--- src/rtl/fcs_pkg.sv ---
package fcs_pkg;
  typedef enum logic [2:0] {
    ST_IDLE, ST_SETUP, ST_ACTIVE, ST_HOLD, ST_EXT, ST_GAP
  } fcs_state_e;

  localparam logic [1:0] EXT_NONE = 2'b00;
  localparam logic [1:0] EXT_32   = 2'b01;
  localparam logic [1:0] EXT_128  = 2'b10;
  localparam logic [1:0] EXT_INF  = 2'b11;
endpackage

--- src/rtl/fcs_span_calc.sv ---
module fcs_span_calc #(
  parameter int DIV_W  = 7,
  parameter int IDLE_W = 4,
  parameter int CNT_W  = 14
) (
  input  logic [DIV_W-1:0]  div_i,
  input  logic              setup_long_i,
  input  logic              hold_long_i,
  input  logic [IDLE_W-1:0] idle_i,
  input  logic [1:0]        ext_mode_i,
  output logic [CNT_W-1:0]  setup_len_o,
  output logic [CNT_W-1:0]  hold_len_o,
  output logic [CNT_W-1:0]  idle_len_o,
  output logic [CNT_W-1:0]  ext_len_o
);
  import fcs_pkg::*;

  logic [CNT_W-1:0] half, full, half3;

  assign full  = CNT_W'(div_i);
  assign half  = CNT_W'(div_i[DIV_W-1:1]);
  assign half3 = (half << 1) + half;

  assign setup_len_o = setup_long_i ? half3 : half;
  assign hold_len_o  = hold_long_i  ? half3 : half;
  assign idle_len_o  = (CNT_W'(idle_i) + CNT_W'(1)) * full;
  assign ext_len_o   = (ext_mode_i == EXT_32) ? (full << 5) : (full << 7);
endmodule

--- src/rtl/fcs_down_cnt.sv ---
module fcs_down_cnt #(
  parameter int CNT_W = 14
) (
  input  logic             clk_i,
  input  logic             rst_ni,
  input  logic             load_i,
  input  logic [CNT_W-1:0] load_val_i,
  output logic             zero_o
);
  logic [CNT_W-1:0] cnt_q;

  always_ff @(posedge clk_i or negedge rst_ni) begin
    if (!rst_ni)       cnt_q <= '0;
    else if (load_i)   cnt_q <= load_val_i;
    else if (!zero_o)  cnt_q <= cnt_q - CNT_W'(1);
  end

  assign zero_o = (cnt_q == '0);
endmodule

--- src/rtl/fcs_seq_track.sv ---
module fcs_seq_track #(
  parameter int ADDR_W = 24,
  parameter int LEN_W  = 8
) (
  input  logic              clk_i,
  input  logic              rst_ni,
  input  logic              accept_i,
  input  logic [ADDR_W-1:0] req_addr_i,
  input  logic [LEN_W-1:0]  req_len_i,
  output logic              contig_o
);
  logic [ADDR_W-1:0] next_q;

  always_ff @(posedge clk_i or negedge rst_ni) begin
    if (!rst_ni)        next_q <= '0;
    else if (accept_i)  next_q <= req_addr_i + ADDR_W'(req_len_i);
  end

  assign contig_o = (req_addr_i == next_q);
endmodule

--- src/rtl/flash_cs_timing.sv ---
module flash_cs_timing #(
  parameter int ADDR_W = 24,
  parameter int LEN_W  = 8,
  parameter int DIV_W  = 7,
  parameter int IDLE_W = 4
) (
  input  logic              clk_i,
  input  logic              rst_ni,
  input  logic              req_i,
  input  logic [ADDR_W-1:0] req_addr_i,
  input  logic [LEN_W-1:0]  req_len_i,
  input  logic              done_i,
  input  logic [DIV_W-1:0]  div_i,
  input  logic              setup_long_i,
  input  logic              hold_long_i,
  input  logic [IDLE_W-1:0] idle_i,
  input  logic [1:0]        ext_mode_i,
  output logic              cs_no,
  output logic              sck_en_o,
  output logic              ready_o
);
  import fcs_pkg::*;

  localparam int CNT_W = DIV_W + 7 + ((IDLE_W > 7) ? IDLE_W - 7 : 0);

  fcs_state_e       st_q, st_d;
  logic             pend_q, pend_d;
  logic             ld, zero, accept, contig;
  logic [CNT_W-1:0] ld_val;
  logic [CNT_W-1:0] setup_len, hold_len, idle_len, ext_len;
  logic             cs_q, sck_q;

  fcs_span_calc #(.DIV_W(DIV_W), .IDLE_W(IDLE_W), .CNT_W(CNT_W)) u_span (
    .div_i(div_i), .setup_long_i(setup_long_i), .hold_long_i(hold_long_i),
    .idle_i(idle_i), .ext_mode_i(ext_mode_i),
    .setup_len_o(setup_len), .hold_len_o(hold_len),
    .idle_len_o(idle_len), .ext_len_o(ext_len)
  );

  fcs_down_cnt #(.CNT_W(CNT_W)) u_cnt (
    .clk_i(clk_i), .rst_ni(rst_ni), .load_i(ld), .load_val_i(ld_val), .zero_o(zero)
  );

  fcs_seq_track #(.ADDR_W(ADDR_W), .LEN_W(LEN_W)) u_seq (
    .clk_i(clk_i), .rst_ni(rst_ni), .accept_i(accept),
    .req_addr_i(req_addr_i), .req_len_i(req_len_i), .contig_o(contig)
  );

  assign ready_o = (st_q == ST_IDLE) || (st_q == ST_EXT) ||
                   ((st_q == ST_GAP) && zero && !pend_q);

  always_comb begin
    st_d   = st_q;
    pend_d = pend_q;
    ld     = 1'b0;
    ld_val = '0;
    accept = 1'b0;
    unique case (st_q)
      ST_IDLE: if (req_i) begin
        accept = 1'b1;
        st_d   = ST_SETUP;
        ld     = 1'b1;
        ld_val = setup_len - CNT_W'(1);
      end
      ST_SETUP: if (zero) st_d = ST_ACTIVE;
      ST_ACTIVE: if (done_i) begin
        st_d   = ST_HOLD;
        ld     = 1'b1;
        ld_val = hold_len - CNT_W'(1);
      end
      ST_HOLD: if (zero) begin
        ld = 1'b1;
        if (ext_mode_i == EXT_NONE) begin
          st_d   = ST_GAP;
          ld_val = idle_len - CNT_W'(1);
        end else begin
          st_d   = ST_EXT;
          ld_val = ext_len - CNT_W'(1);
        end
      end
      ST_EXT: begin
        if (req_i) begin
          accept = 1'b1;
          if (contig) st_d = ST_ACTIVE;
          else begin
            // jump elsewhere: close window, start after the idle gap
            st_d   = ST_GAP;
            pend_d = 1'b1;
            ld     = 1'b1;
            ld_val = idle_len - CNT_W'(1);
          end
        end else if (zero && ext_mode_i != EXT_INF) begin
          st_d   = ST_GAP;
          ld     = 1'b1;
          ld_val = idle_len - CNT_W'(1);
        end
      end
      ST_GAP: if (zero) begin
        if (pend_q || req_i) begin
          accept = !pend_q;
          pend_d = 1'b0;
          st_d   = ST_SETUP;
          ld     = 1'b1;
          ld_val = setup_len - CNT_W'(1);
        end else st_d = ST_IDLE;
      end
      default: st_d = ST_IDLE;
    endcase
  end

  always_ff @(posedge clk_i or negedge rst_ni) begin
    if (!rst_ni) begin
      st_q   <= ST_IDLE;
      pend_q <= 1'b0;
      cs_q   <= 1'b1;
      sck_q  <= 1'b0;
    end else begin
      st_q   <= st_d;
      pend_q <= pend_d;
      cs_q   <= !(st_d inside {ST_SETUP, ST_ACTIVE, ST_HOLD, ST_EXT});
      sck_q  <= (st_d == ST_ACTIVE);
    end
  end

  assign cs_no    = cs_q;
  assign sck_en_o = sck_q;

  assert_clk_inside_cs_R2: assert property (@(posedge clk_i) disable iff (!rst_ni)
    $rose(sck_en_o) |-> (!cs_no && !$past(cs_no)));

  assert_cs_after_clk_R3: assert property (@(posedge clk_i) disable iff (!rst_ni)
    $rose(cs_no) |-> (!sck_en_o && !$past(sck_en_o)));

  assert_accept_lowers_cs_R4: assert property (@(posedge clk_i) disable iff (!rst_ni)
    (req_i && ready_o && st_q != ST_EXT) |=> !cs_no);

  assert_inf_ext_holds_R6: assert property (@(posedge clk_i) disable iff (!rst_ni)
    (st_q == ST_EXT && ext_mode_i == EXT_INF && !req_i) |=> !cs_no);

  assert_pending_blocks_ready_R8: assert property (@(posedge clk_i) disable iff (!rst_ni)
    pend_q |-> (!ready_o && cs_no));

  assert_no_done_outside_R9: assert property (@(posedge clk_i) disable iff (!rst_ni)
    (!sck_en_o && cs_no && !req_i) |=> !sck_en_o);
endmodule

--- config.mk ---
export PLATFORM = sky130hd
export DESIGN_NAME = flash_cs_timing
export DESIGN_NICKNAME = d
export VERILOG_FILES = /design/src/rtl/fcs_pkg.sv /design/src/rtl/fcs_span_calc.sv /design/src/rtl/fcs_down_cnt.sv /design/src/rtl/fcs_seq_track.sv /design/src/rtl/flash_cs_timing.sv
export SDC_FILE = /design/constraint.sdc
export NUM_CORES = 1
export LEC_CHECK = 0
export CORE_MARGIN = 5
export CORE_UTILIZATION = 55
export CTS_BUF_LIST = sky130_fd_sc_hd__clkbuf_4 sky130_fd_sc_hd__clkbuf_8 sky130_fd_sc_hd__clkbuf_16
export CTS_CLUSTER_DIAMETER = 60
export DETAILED_ROUTE_END_ITERATION = 10
export PLACE_DENSITY = 0.77
export SLEW_MARGIN = 20
export SYNTH_ARGS = -nofsm -noshare
export SYNTH_HDL_FRONTEND = slang
export SYNTH_SLANG_ARGS = --single-unit
--- constraint.sdc ---
create_clock -name clk_i -period 4.4 [get_ports clk_i]
set_input_delay 0.66 -clock clk_i [delete_from_list [all_inputs] [get_ports clk_i]]
set_output_delay 0.66 -clock clk_i [all_outputs]
set_load 0.1 [all_outputs]
==> impl_metrics.toml, run 1 <==
[outcome]
status = "complete, no violations"

[grt]
grt_max_degree = 45
antenna_found_initial = 0
gr-total-overflow = 0
grt_usage_pct = 25.36
grt_pass1_wl_mm = 24.76
first_global_vias = 5253

[layout]
antenna_cells = 0
fillCellCount = 829
final_util_pct = 68.37
area_growth_pct = 21.44
finalNetCount = 885
drive_gt1_share_pct = 14.16
final_cell_mix = "nand2_1 (86), inv_1 (59), buf_4 (49)"
fin_cells = 903
final_common_cell = "nand2_1"

[floorplan]
core_area_um2 = 9774
num_rows = 36
dieArea_um2 = 12110
die_y_um = 110.0
initial_core_util_pct = 56.30
io_pins = 54
die_w_um = 110.0

[min_path]
hold_path_class = "in2async"

[critical_path]
critPathRequiredTime_ns = 4.54
crit_fanout = 7
reg2reg_slack_ns = 1.29
worst_setup_path_end_kind = "flop"
startpoint_type = "input port"
cp.arrival_ns = 4.52
worstSetupPathType = "in2reg"

[clocking]
cts_tree = "built"
cts_buffer_depth = 2
cts.clk_slew.worst_paths_ns = 0.09
htreeDepth = 2
clockRootBuffer = "clkbuf_8"
cts_buffers = 5
insertion_delay_ns = 0.30
clock_sinks = 44

[pwr]
worst_ir_drop_vdd_uv = 209.4
p_leak_nw = 2.928
p_total_mw = 2.001
power.density_nw_per_um2 = 299.4

[place]
numPortBuffers = 53
gp_congestion = 0.9233
post-place-cells = 892
dp_worst_setup_slack_ns = -0.7697
dp_hpwl_mm = 11.74

[logic_synthesis]
yosys.area.top_type = "dfrtp_1"
postSynthAreaPerCell_um2 = 7.998
synth.cell_area_um2 = 5503
syn-num-nets = 804
synth.area.top_cells = "dfrtp_1 (20%), ha_1 (10%), fa_1 (7.3%)"
yosysWarningCount = 0
synthCells = 688
synth_top_area_share_pct = 19.55
synthArstFlopShare_pct = 100.0
synth-seq-cells = 44
synth_edf_count = 0
synthDistinctLibCells = 76
ys_seq_area_share_pct = 20.03
synthFlopType = "dfrtp_1"

[detailed_routing]
avgViaCountPerCell = 5.906
drc = 0
drtIter0Drc = 400
routed_wl_mm = 14.81
wl_per_cell_um = 16.40
drt.antenna.violating_nets = 0
first_pass_iters = 7
route.vias.total = 5333

[sta]
grt_setup_unrepaired = "yes"
fin_crit_sh_pct = 99.67
skew_ns = 0.01462
tns_ns = 0
fin_crit_ns = 4.385
hold_violations = 0
fmax_ghz = 0.2280
tightest_slew_ns = 0.9632
relSlewSlack_pct = 35.58
slew_viol_final = 0
setup_viol = 0
setup_ws_ns = 0.01464

[flow_run]
cap_violations = 0
-- cell usage after synthesis (all sizes together), types with 3 or more instances --
library cell   n
a211oi         6
a21o           7
a21oi         25
a221o          3
a22oi          6
a31o           3
a31oi         10
a32oi          5
and2          14
and3          13
buf            9
clkbuf        18
dfrtp         43
fa            20
ha            45
inv           62
mux2i          5
nand2         89
nand2b         8
nand3         14
nand4          4
nor2          39
nor2b          8
nor3          20
nor3b         11
nor4          13
nor4b          6
o211ai         5
o21a           6
o21ai         43
o221ai         3
o22ai          3
o31ai          6
or2            4
or3            5
or4            4
xnor2         32
xor2          40
-- sequential cells by signal, indices dropped and copies added, names as in the netlist --
name and flops:
pend_q 1, u_cnt.cnt_q 14, st_q 3, u_seq.next_q 24
sck_en_o 1, cs_no 1
-- critical path: stages --
cell	delay [ns]
buf_8	0.10
ha_4	0.17
xor2_4	0.21
and2_4	0.16
fa_1	0.50
inv_1	0.05
fa_1	0.49
fa_1	0.53
inv_2	0.05
ha_4	0.20
a21o_1	0.19
a221o_1	0.36
o41ai_2	0.34
buf_4	0.18
xnor2_2	0.05
a22oi_1	0.16
a22oi_1	0.10
-- cells by family (layout without fill, tap and decap cells) --
logic type / after synthesis / count (layout) / synth area share, %
AND/OR/NAND/NOR: 255 / 255 / 23.92
AO/OA/AOI/OAI: 155 / 155 / 19.08
buffers and inverters: 90 / 172 / 6.685
XOR/XNOR: 72 / 72 / 11.46
adder cells (fa/ha/maj): 65 / 65 / 17.51
flip-flops: 44 / 44 / 20.03
multiplexers: 7 / 7 / 1.319
-- stage by stage --
| stage | area [um2] | hold WS, ns |
|---|---|---|
| after global routing | 6683 | 0.4025 |
| after CTS | 6645 | 0.5091 |
| after detailed placement | 6482 | 0.4896 |
| after floorplan | 5597 | 0.3644 |
| after global placement | 6482 | 0.4779 |
| final | 6683 | 0.3512 |
-- final timing paths --
| kind | start | to | cells after the start |
|---|---|---|---|
| max | idle_i[0] | u_cnt.cnt_q[10] | 17 |
| min | rst_ni | u_cnt.cnt_q[6] | 1 |
| max reg2reg | u_cnt.cnt_q[0] | u_cnt.cnt_q[12] | 9 |
| min reg2reg | u_seq.next_q[0] | u_seq.next_q[0] | 2 |
| max in group asynchronous | rst_ni | u_cnt.cnt_q[11] | 1 |
| min in group clk_i | u_seq.next_q[0] | u_seq.next_q[0] | 2 |
-- metal layers --
metal  vias to the layer above  wire [um]  GRT usage (%)
met2                       173       7235          42.11
met5                         -          0              0
met3                        28        854          3.960
met4                         0        232          5.788
met1                      2557       6489          34.84
li1                       2575          -              -
-- power breakdown --
group | switching, mW | internal [mW]
registers | 0.0371 | 0.429
logic | 0.617 | 0.599
clock network | 0.144 | 0.175
total | 0.798 | 1.20
-- area by class of cell --
cell class                      count  area, um2  area share [%]
Inverter                           63      236.5           3.539
Clock inverter                      2      35.03          0.5242
Clock buffer                        6      76.32           1.142
Tap cell                          133      166.4           2.490
Multi-Input combinational cell    554       4184           62.61
Timing Repair Buffer              101      882.1           13.20
Sequential cell                    44       1102           16.50
-- timing repair --
| item | 4_1_cts | 5_1_grt |
|---|---|---|
| endpoints found under the setup margin | 9 | 6 |
| hold endpoints to repair | 0 | 0 |
| resized for setup | 31 | 8 |
| pin swaps | 17 | 14 |
| hold buffers | 0 | 0 |
| buffers inserted | 3 | 0 |
Power figures use the tool's default switching activity.
==> inputs of run 2 (changes only) <==
- REMOVE_ABC_BUFFERS: default -> 1
==> impl_metrics.toml, run 2 (synthesis results as in run 1) <==
[sta]
relSlewSlack_pct = 35.04
skew_ns = 0.008647
setup_viol = 0
fin_crit_sh_pct = 98.41
setup_ws_ns = 0.06987
tightest_slew_ns = 0.9714
whs_ns = 0.3514
fin_crit_ns = 4.330
hold_violations = 0
fmax_ghz = 0.2309
slew_viol_final = 0
grt_setup_unrepaired = "yes"

[critical_path]
r2r-end = "u_cnt.cnt_q[12]"
worst_setup_path_end_kind = "flop"
cp.arrival_ns = 4.53
critPathLaunch = "idle_i[0]"
worstSetupPathType = "in2reg"
crit_path_end = "u_cnt.cnt_q[12]"
critPathRequiredTime_ns = 4.60
crit_fanout = 7
timing.rr.start = "u_cnt.cnt_q[0]"
r2r.worst_path.cells = 9
reg2reg_slack_ns = 0.71
startpoint_type = "input port"

[grt]
first_global_vias = 5302
grt_pass1_wl_mm = 25.05
grt_max_degree = 45
grt_usage_pct = 25.64
gr-total-overflow = 0
antenna_found_initial = 0

[floorplan]
io_pins = 54
die_y_um = 110.0
num_rows = 36
die_w_um = 110.0
core_area_um2 = 9774
dieArea_um2 = 12110
initial_core_util_pct = 56.30

[layout]
largest-register = "u_seq.next_q"
drive_gt1_share_pct = 14.62
design_area_um2 = 6721
biggestRegsByFlops = "u_seq.next_q: 24 flops, u_cnt.cnt_q: 14 flops, st_q: 3 flops"
largest_reg_flops = 24
antenna_cells = 0
final_cell_mix = "nand2_1 (87), inv_1 (58), buf_4 (52)"
fin_cells = 906
final_common_cell = "nand2_1"
area_growth_pct = 22.15
finalNetCount = 888

[clocking]
cts_tree = "built"
insertion_delay_ns = 0.30
clock_sinks = 44
cts.clk_slew.worst_paths_ns = 0.09
hold_buffers = 0
cts_buffers = 5
clockRootBuffer = "clkbuf_8"
htreeDepth = 2
cts_buffer_depth = 2

[detailed_routing]
wl_per_cell_um = 16.35
drc = 0
drtIter0Drc = 359
first_pass_iters = 4
drt.antenna.violating_nets = 0
avgViaCountPerCell = 5.951
route.vias.total = 5392
routed_wl_mm = 14.81

[pwr]
p_leak_nw = 2.956
p_total_mw = 2.053
worst_ir_drop_vdd_uv = 216.5
power.density_nw_per_um2 = 305.4

[min_path]
hold_path_class = "in2async"

[place]
numPortBuffers = 53
placed_area_um2 = 6421
dp_worst_setup_slack_ns = -0.9840
gp_congestion = 0.9121
dp_hpwl_mm = 11.15
post-place-cells = 895

[outcome]
status = "complete, no violations"

[flow_run]
cap_violations = 0
## run 2: where the power goes
part           leakage, nW  switching, mW  internal [mW]
sequential           0.540         0.0350          0.429
combinational         2.35          0.631          0.616
clock               0.0645          0.142          0.201
## run 2: repair_timing
item,CTS,global route
endpoints found under the setup margin,10,6
pin swaps,17,24
gates resized for setup,40,13
buffers inserted,1,2
## run 2: worst min path at each step
stage,startpoint,endpoint,slack (ns),cells past startpoint
after floorplan,rst_ni,pend_q,0.36,0
final,rst_ni,u_cnt.cnt_q[3],0.35,1
after CTS,u_seq.next_q[4],u_seq.next_q[4],0.51,2
after global placement,u_seq.next_q[0],u_seq.next_q[0],0.48,2
after global routing,rst_ni,u_cnt.cnt_q[3],0.40,1
after detailed placement,u_seq.next_q[4],u_seq.next_q[4],0.49,2
## run 2: critical path, stage by stage
cell and delay (ns):
buf_6 0.10, ha_4 0.17, xor2_4 0.18, and2_4 0.18
fa_1 0.48, fa_1 0.49, inv_1 0.05, fa_1 0.54
inv_2 0.06, ha_4 0.22, and3_4 0.17, a221o_1 0.35
o41ai_2 0.26, o21ai_1 0.13, xor2_1 0.17, nand2_1 0.09
a32oi_1 0.21
## run 2: stage by stage
stage	util (%)	setup TNS, ns
global placement	65.69	-5.930
floorplan	-	-0.3053
finish	68.77	0
detailed placement	65.69	-7.271
global route	68.77	-0.05585
CTS	68.02	0
## run 2: cell type report
| type | count | area, um2 |
|---|---|---|
| clock buffer | 7 | 96.34 |
| inverter | 63 | 236.5 |
| tap | 133 | 166.4 |
| fill | 839 | 3053 |
| sequential | 44 | 1102 |
| multi-input combinational | 554 | 4184 |
| timing repair buffer | 104 | 905.9 |
| clock inverter | 1 | 30.03 |
## run 2: per-layer routing
layer  vias to the layer above  GRT usage, %  routed length [um]
met5                         -             0                   0
met4                         0         5.432                 216
met3                        20         3.669                 843
met2                       164         43.20                7273
met1                      2616         35.12                6477
li1                       2592             -                   -
